===== src/rtl/ivt_pkg.sv =====
package ivt_pkg;
  parameter int CNT_W  = 8;
  parameter int PSC_W  = 9;
  parameter int ADDR_W = 3;

  typedef struct packed {
    logic             tick;
    logic             clrCnt;
    logic             wide;
    logic [CNT_W-1:0] refA;
    logic [CNT_W-1:0] refB;
  } strobe_t;

  typedef enum logic [2:0] {
    SEL_D512 = 3'd0, SEL_D256 = 3'd1, SEL_D64 = 3'd2, SEL_D8 = 3'd3,
    SEL_D1 = 3'd4, SEL_SUB = 3'd5, SEL_EXT = 3'd6, SEL_OFF = 3'd7
  } clk_sel_e;
endpackage


===== src/rtl/ivt_ctrl.sv =====
module ivt_ctrl
  import ivt_pkg::*;
(
  input  logic              clk,
  input  logic              rstN,
  input  logic [ADDR_W-1:0] addr,
  input  logic              wrEn,
  input  logic [CNT_W-1:0]  wrData,
  input  logic              subTick,
  input  logic              extClk,
  input  logic              matchA,
  input  logic              matchB,
  input  logic [CNT_W-1:0]  cntA,
  input  logic [CNT_W-1:0]  cntB,
  output strobe_t           strb,
  output logic [CNT_W-1:0]  rdData,
  output logic              irqA,
  output logic              irqB
);
  localparam logic [ADDR_W-1:0] A_CTRL = 3'd0, A_REFA = 3'd1, A_REFB = 3'd2,
                                A_CNTA = 3'd3, A_CNTB = 3'd4, A_PEND = 3'd5;

  logic             wideMode, runEn, ieA, ieB;
  clk_sel_e         clkSel;
  logic [CNT_W-1:0] refA, refB;
  logic             pendA, pendB;
  logic [PSC_W-1:0] psc;
  logic [2:0]       extSync;
  logic             extEdge, srcTick;
  logic             ctrlWr, pendWr;

  assign ctrlWr  = wrEn && (addr == A_CTRL);
  assign pendWr  = wrEn && (addr == A_PEND);
  assign extEdge = extSync[1] && !extSync[2];

  always_ff @(posedge clk or negedge rstN) begin
    if (!rstN) begin
      psc     <= '0;
      extSync <= '0;
    end else begin
      psc     <= psc + 1'b1;
      extSync <= {extSync[1:0], extClk};
    end
  end

  always_comb begin
    unique case (clkSel)
      SEL_D512: srcTick = &psc[8:0];
      SEL_D256: srcTick = &psc[7:0];
      SEL_D64:  srcTick = &psc[5:0];
      SEL_D8:   srcTick = &psc[2:0];
      SEL_D1:   srcTick = 1'b1;
      SEL_SUB:  srcTick = subTick;
      SEL_EXT:  srcTick = extEdge;
      default:  srcTick = 1'b0;
    endcase
  end

  always_ff @(posedge clk or negedge rstN) begin
    if (!rstN) begin
      wideMode <= 1'b0;
      clkSel   <= SEL_D512;
      runEn    <= 1'b0;
      ieA      <= 1'b0;
      ieB      <= 1'b0;
      refA     <= '0;
      refB     <= '0;
    end else if (wrEn) begin
      if (addr == A_CTRL) begin
        wideMode <= wrData[7];
        clkSel   <= clk_sel_e'(wrData[6:4]);
        runEn    <= wrData[2];
        ieA      <= wrData[1];
        ieB      <= wrData[0];
      end
      if (addr == A_REFA) refA <= wrData;
      if (addr == A_REFB) refB <= wrData;
    end
  end

  // set wins over a same-cycle software clear
  always_ff @(posedge clk or negedge rstN) begin
    if (!rstN) begin
      pendA <= 1'b0;
      pendB <= 1'b0;
    end else begin
      if (matchA)                      pendA <= 1'b1;
      else if (pendWr && !wrData[0])   pendA <= 1'b0;
      if (matchB)                      pendB <= 1'b1;
      else if (pendWr && !wrData[1])   pendB <= 1'b0;
    end
  end

  always_comb begin
    strb.tick   = runEn && srcTick;
    strb.clrCnt = ctrlWr && wrData[3];
    strb.wide   = wideMode;
    strb.refA   = refA;
    strb.refB   = refB;
  end

  always_comb begin
    unique case (addr)
      A_CTRL:  rdData = {wideMode, clkSel, 1'b0, runEn, ieA, ieB};
      A_REFA:  rdData = refA;
      A_REFB:  rdData = refB;
      A_CNTA:  rdData = cntA;
      A_CNTB:  rdData = cntB;
      A_PEND:  rdData = {{(CNT_W-2){1'b0}}, pendB, pendA};
      default: rdData = '0;
    endcase
  end

  assign irqA = pendA && ieA;
  assign irqB = pendB && ieB;

  p_pend_set_r6: assert property (@(posedge clk) disable iff (!rstN)
    matchA |=> pendA);
  p_sticky_r6: assert property (@(posedge clk) disable iff (!rstN)
    pendA && !(pendWr && !wrData[0]) |=> pendA);
  p_collide_r7: assert property (@(posedge clk) disable iff (!rstN)
    matchB && pendWr && !wrData[1] |=> pendB);
  p_ext_single_r9: assert property (@(posedge clk) disable iff (!rstN)
    extEdge |=> !extEdge);
endmodule


===== src/rtl/ivt_dpath.sv =====
module ivt_dpath
  import ivt_pkg::*;
(
  input  logic             clk,
  input  logic             rstN,
  input  strobe_t          strb,
  output logic [CNT_W-1:0] cntA,
  output logic [CNT_W-1:0] cntB,
  output logic             matchA,
  output logic             matchB
);
  localparam int FULL_W = 2 * CNT_W;

  logic [FULL_W-1:0] fullCnt, fullRef;
  logic              hitWide, hitA, hitB, live;

  assign fullCnt = {cntA, cntB};
  assign fullRef = {strb.refA, strb.refB};
  assign live    = strb.tick && !strb.clrCnt;
  assign hitWide = fullCnt == fullRef;
  assign hitA    = cntA == strb.refA;
  assign hitB    = cntB == strb.refB;

  assign matchA = live && (strb.wide ? hitWide : hitA);
  assign matchB = live && !strb.wide && hitB;

  always_ff @(posedge clk or negedge rstN) begin
    if (!rstN) begin
      cntA <= '0;
      cntB <= '0;
    end else if (strb.clrCnt) begin
      cntA <= '0;
      cntB <= '0;
    end else if (strb.tick) begin
      if (strb.wide) begin
        {cntA, cntB} <= hitWide ? '0 : fullCnt + 1'b1;
      end else begin
        cntA <= hitA ? '0 : cntA + 1'b1;
        cntB <= hitB ? '0 : cntB + 1'b1;
      end
    end
  end

  p_clear_r5: assert property (@(posedge clk) disable iff (!rstN)
    strb.clrCnt |=> (cntA == '0) && (cntB == '0));
  p_wrap_r3: assert property (@(posedge clk) disable iff (!rstN)
    matchA && strb.wide |=> (cntA == '0) && (cntB == '0));
  p_step_r4: assert property (@(posedge clk) disable iff (!rstN)
    live && !strb.wide && !matchB |=> cntB == CNT_W'($past(cntB) + 1'b1));
  p_hold_r11: assert property (@(posedge clk) disable iff (!rstN)
    !strb.tick && !strb.clrCnt |=> $stable(cntA) && $stable(cntB));
endmodule


===== src/rtl/ivt_top.sv =====
module ivt_top
  import ivt_pkg::*;
(
  input  logic              clk,
  input  logic              rstN,
  input  logic [ADDR_W-1:0] addr,
  input  logic              wrEn,
  input  logic [CNT_W-1:0]  wrData,
  input  logic              subTick,
  input  logic              extClk,
  output logic [CNT_W-1:0]  rdData,
  output logic              irqA,
  output logic              irqB
);
  strobe_t          strb;
  logic [CNT_W-1:0] cntA, cntB;
  logic             matchA, matchB;

  ivt_ctrl u_ctrl (
    .clk(clk), .rstN(rstN), .addr(addr), .wrEn(wrEn), .wrData(wrData),
    .subTick(subTick), .extClk(extClk), .matchA(matchA), .matchB(matchB),
    .cntA(cntA), .cntB(cntB), .strb(strb), .rdData(rdData),
    .irqA(irqA), .irqB(irqB)
  );

  ivt_dpath u_dpath (
    .clk(clk), .rstN(rstN), .strb(strb), .cntA(cntA), .cntB(cntB),
    .matchA(matchA), .matchB(matchB)
  );
endmodule


===== config.mk =====
export PLATFORM = sky130hd
export DESIGN_NAME = ivt_top
export DESIGN_NICKNAME = d
export VERILOG_FILES = /design/src/rtl/ivt_pkg.sv /design/src/rtl/ivt_ctrl.sv /design/src/rtl/ivt_dpath.sv /design/src/rtl/ivt_top.sv
export SDC_FILE = /design/constraint.sdc
export NUM_CORES = 1
export LEC_CHECK = 0
export BUFFER_PORTS_ARGS = -buffer_cell sky130_fd_sc_hd__buf_2
export CORE_MARGIN = 5
export CORE_UTILIZATION = 43
export CTS_BUF_LIST = sky130_fd_sc_hd__clkbuf_8
export DETAILED_ROUTE_END_ITERATION = 6
export PLACE_DENSITY = 0.58
export RECOVER_POWER = 100
export SKIP_CTS_REPAIR_TIMING = 1
export SYNTH_ARGS = -nofsm -noshare
export SYNTH_HDL_FRONTEND = slang
export SYNTH_HIERARCHICAL = 1
export SYNTH_SLANG_ARGS = --single-unit

===== constraint.sdc =====
create_clock -name clk -period 8 [get_ports clk]
set_input_delay 1.6 -clock clk [delete_from_list [all_inputs] [get_ports clk]]
set_output_delay 1.6 -clock clk [all_outputs]
set_load 0.02 [all_outputs]

==> impl_metrics.yaml <==
critical_path:
  critPathLaunchType: "primary input"
  r2r_end: "u_dpath/cntB[3]$_DFFE_PN0P_"
  crit_required_ns: 6.40
  regToRegStartpoint: "u_ctrl/psc[0]$_DFF_PN0_"
  rrSetupSlack_ns: 4.78
  cp_slowest_cell: "clkbuf_1"
  cp.arrival_ns: 3.11
  cpPeakStageDelay_ns: 0.55
  crit_type: "in -> out"
  cp_cell_sequence: "clkbuf_1, nor2b_1, a22oi_1, o22ai_1, clkbuf_1"
  path_common_cell: "clkbuf_1"
  end_kind: "output pin"
  ff2ff_path_depth: 10
  worst-path-max-fanout: 16
drt:
  totalWireLength_mm: 7.961
  drt_drc_violations_left: 0
  drt_iter0_drc: 156
  wire_per_inst_um: 17.73
  first_pass_iters: 5
  final_antenna_net_count: 0
  vias_per_cell: 5.849
  vias: 2626
synth:
  yosysWarnings: 6
  ys_seq_area_share_pct: 40.61
  ys.flop_type: "dfrtp_1"
  ys_ff_latch: 53
  syn_inst: 332
  synth_edf_count: 0
  syn-num-nets: 353
  synth_area_per_cell_um2: 9.836
  async_flop_share_pct: 100.0
  syn-cell-area_um2: 3266
  synth_cell_type_count: 53
layout:
  nets: 370
  layout_common_cells: "dfrtp_1 (53), nand2_1 (30), mux2_2 (25), xor2_1 (19), o21ai_0 (19)"
  drive_above_1_share_pct: 16.57
  area_growth_pct: 7.510
  insertedDiodeCount: 0
  fin_area_um2: 3511
  final_common_cell: "dfrtp_1"
  n_fill_cell: 717
pwr:
  peakVddDrop_mv: 0.08312
  power.density_nw_per_um2: 239.5
  leakagePower_nw: 1.430
placement:
  gp_congestion: 0.8222
  dpl_cell_area_um2: 3446
  dpl.hpwl_mm: 5.716
  port_buffers: 25
sta:
  tightest_slew_ns: 2.831
  slew_viol_final: 54
  fin_crit_sh_pct: 58.82
  setup_violations: 0
  finalCriticalPeriod_ns: 4.705
  finalSetupTns_ns: 0
  skew_ns: 0.01072
  relSlewSlack_pct: -88.70
  finalHoldViolations: 0
  rsz0062_at_grt: "no"
  max_freq_mhz: 212.5
grt:
  grt_max_degree: 54
  grt_pass1_wl_mm: 13.39
  antenna_found_initial: 0
  grt_usage_pct: 17.34
  grt_pass1_vias: 2549
  grt_overflow_total: 0
floorplanning:
  dieArea_um2: 9437
  die_h_um: 97.15
  coreArea_um2: 7331
  initial_core_util_pct: 44.55
  die_x_um: 97.15
  rows: 31
  io_pins: 26
hold_path:
  min_from: "u_ctrl/extSync[0]$_DFF_PN0_"
  hold_end: "u_ctrl/extSync[1]$_DFF_PN0_"
  holdCritPathClass: "reg -> reg"
  whs_path_depth: 0
clock_network:
  htree_levels: 2
  clkLatencyLatePin_ns: 0.31
  clkSinkCount: 53
  root_buffer: "clkbuf_8"
  clock_path_buffers: 2
  cts_buffers: 5
  cts_tree: "built"
  path_clk_slew_ns: 0.11
job:
  maxCapViolCount: 1
status:
  status: "complete, but fails checks"
  failed_checks: "capacitance limit, slew limit"
## report_power, final
| part | switching [mW] | internal (mW) |
|---|---|---|
| sequential | 0.0771 | 0.313 |
| combinational | 0.152 | 0.105 |
| clock | 0.0975 | 0.0961 |
| total | 0.326 | 0.515 |
## per-stage QoR
stage / worst slack (ns) / cells / power (mW) / hold slack, ns / util [%]
2_1_floorplan: 3.823 / 332 / 0.5758 / 0.3312 / -
3_3_place_gp: 3.568 / 441 / 0.6494 / 0.3318 / 47.00
3_5_place_dp: 3.588 / 441 / 0.6557 / 0.3364 / 47.00
4_1_cts: 3.564 / 449 / 0.8503 / 0.3621 / 48.63
5_1_grt: 3.152 / 449 / 0.8979 / 0.3957 / 47.89
6_report: 3.295 / 449 / 0.8409 / 0.3592 / 47.89
## synthesized netlist by cell type, types with 2 or more instances
library cell	count	share of area, %
and2_1	3	0.57
dfrtp_1	53	41
nand3_1	12	1.8
buf_4	2	0.46
inv_1	11	1.3
nor2_1	17	2.0
nand4_1	4	0.77
ha_1	5	1.9
clkbuf_1	4	0.46
nor3_1	9	1.4
a21oi_1	12	1.8
o22ai_1	7	1.3
nand2b_1	6	1.1
nor4b_1	2	0.54
and3_1	8	1.5
o221ai_1	3	0.80
a221oi_1	2	0.54
a211oi_1	3	0.69
a22oi_1	4	0.92
mux2_2	25	8.6
o21ai_0	18	2.8
xnor2_1	4	1.1
a31oi_1	7	1.3
nor2b_1	8	1.5
buf_2	9	1.4
o211ai_1	9	2.1
mux2i_1	9	2.8
nor4_4	4	2.6
nand2_1	30	3.4
xor2_1	19	5.1
## per-layer routing
metal,vias to the layer above,global-route usage [%],part of all wire [%]
met1,1278,23.24,45
met5,-,0,0
met4,0,4.104,1.5
li1,1240,-,-
met3,14,3.302,5.8
met2,94,28.93,48
## how the worst max path moves through the flow
stage                       start                     endpoint  slack (ns)  depth (start not counted)
after detailed placement  addr[1]                    rdData[3]        3.59                          5
after global routing      addr[2]  u_dpath/cntA[7]$_DFFE_PN0P_        3.15                          8
after floorplan           addr[0]                    rdData[6]        3.82                          3
after CTS                 addr[0]                    rdData[2]        3.56                          5
final                     addr[2]                    rdData[2]        3.29                          5
after global placement    addr[1]                    rdData[3]        3.57                          5
## cells by family (layout without fill, tap and decap cells)
| kind of cell | count (synthesis) | count (layout) | synth area share [%] |
|---|---|---|---|
| simple gates | 111 | 111 | 19.85 |
| buf+inv | 28 | 46 | 3.831 |
| compound gates | 77 | 77 | 15.56 |
| flops | 53 | 53 | 40.61 |
| fa+ha+maj | 5 | 5 | 1.916 |
| xor+xnor | 23 | 23 | 6.168 |
| mux | 35 | 35 | 12.07 |
## area by class of cell
class	instances	area [um2]	share of cell area, %
repair buffers	27	122.6	3.493
inverters	11	41.29	1.176
well taps	99	123.9	3.528
flip-flops and latches	53	1326	37.78
clock buffers	5	68.82	1.960
clock inverters	3	50.05	1.426
multi-input cells	251	1778	50.64
## critical path: cells and delay by family
kind,cells,cell delay (ns)
AOI/OAI and AO/OA,2,0.35
and+or+nand+nor,1,0.34
buffers and inverters,2,0.81
## state kept, by name, indices dropped and copies added (netlist names)
| name | count |
|---|---|
| u_ctrl/extSync | 3 |
| u_ctrl/refB | 8 |
| u_ctrl/runEn | 1 |
| u_ctrl/clkSel | 3 |
| u_ctrl/refA | 8 |
| u_ctrl/pendB | 1 |
| u_ctrl/wideMode | 1 |
| u_ctrl/pendA | 1 |
| u_dpath/cntB | 8 |
| u_dpath/cntA | 8 |
| u_ctrl/psc | 9 |
| u_ctrl/ieB | 1 |
| u_ctrl/ieA | 1 |
No activity file was read; power rests on OpenSTA's default activity.
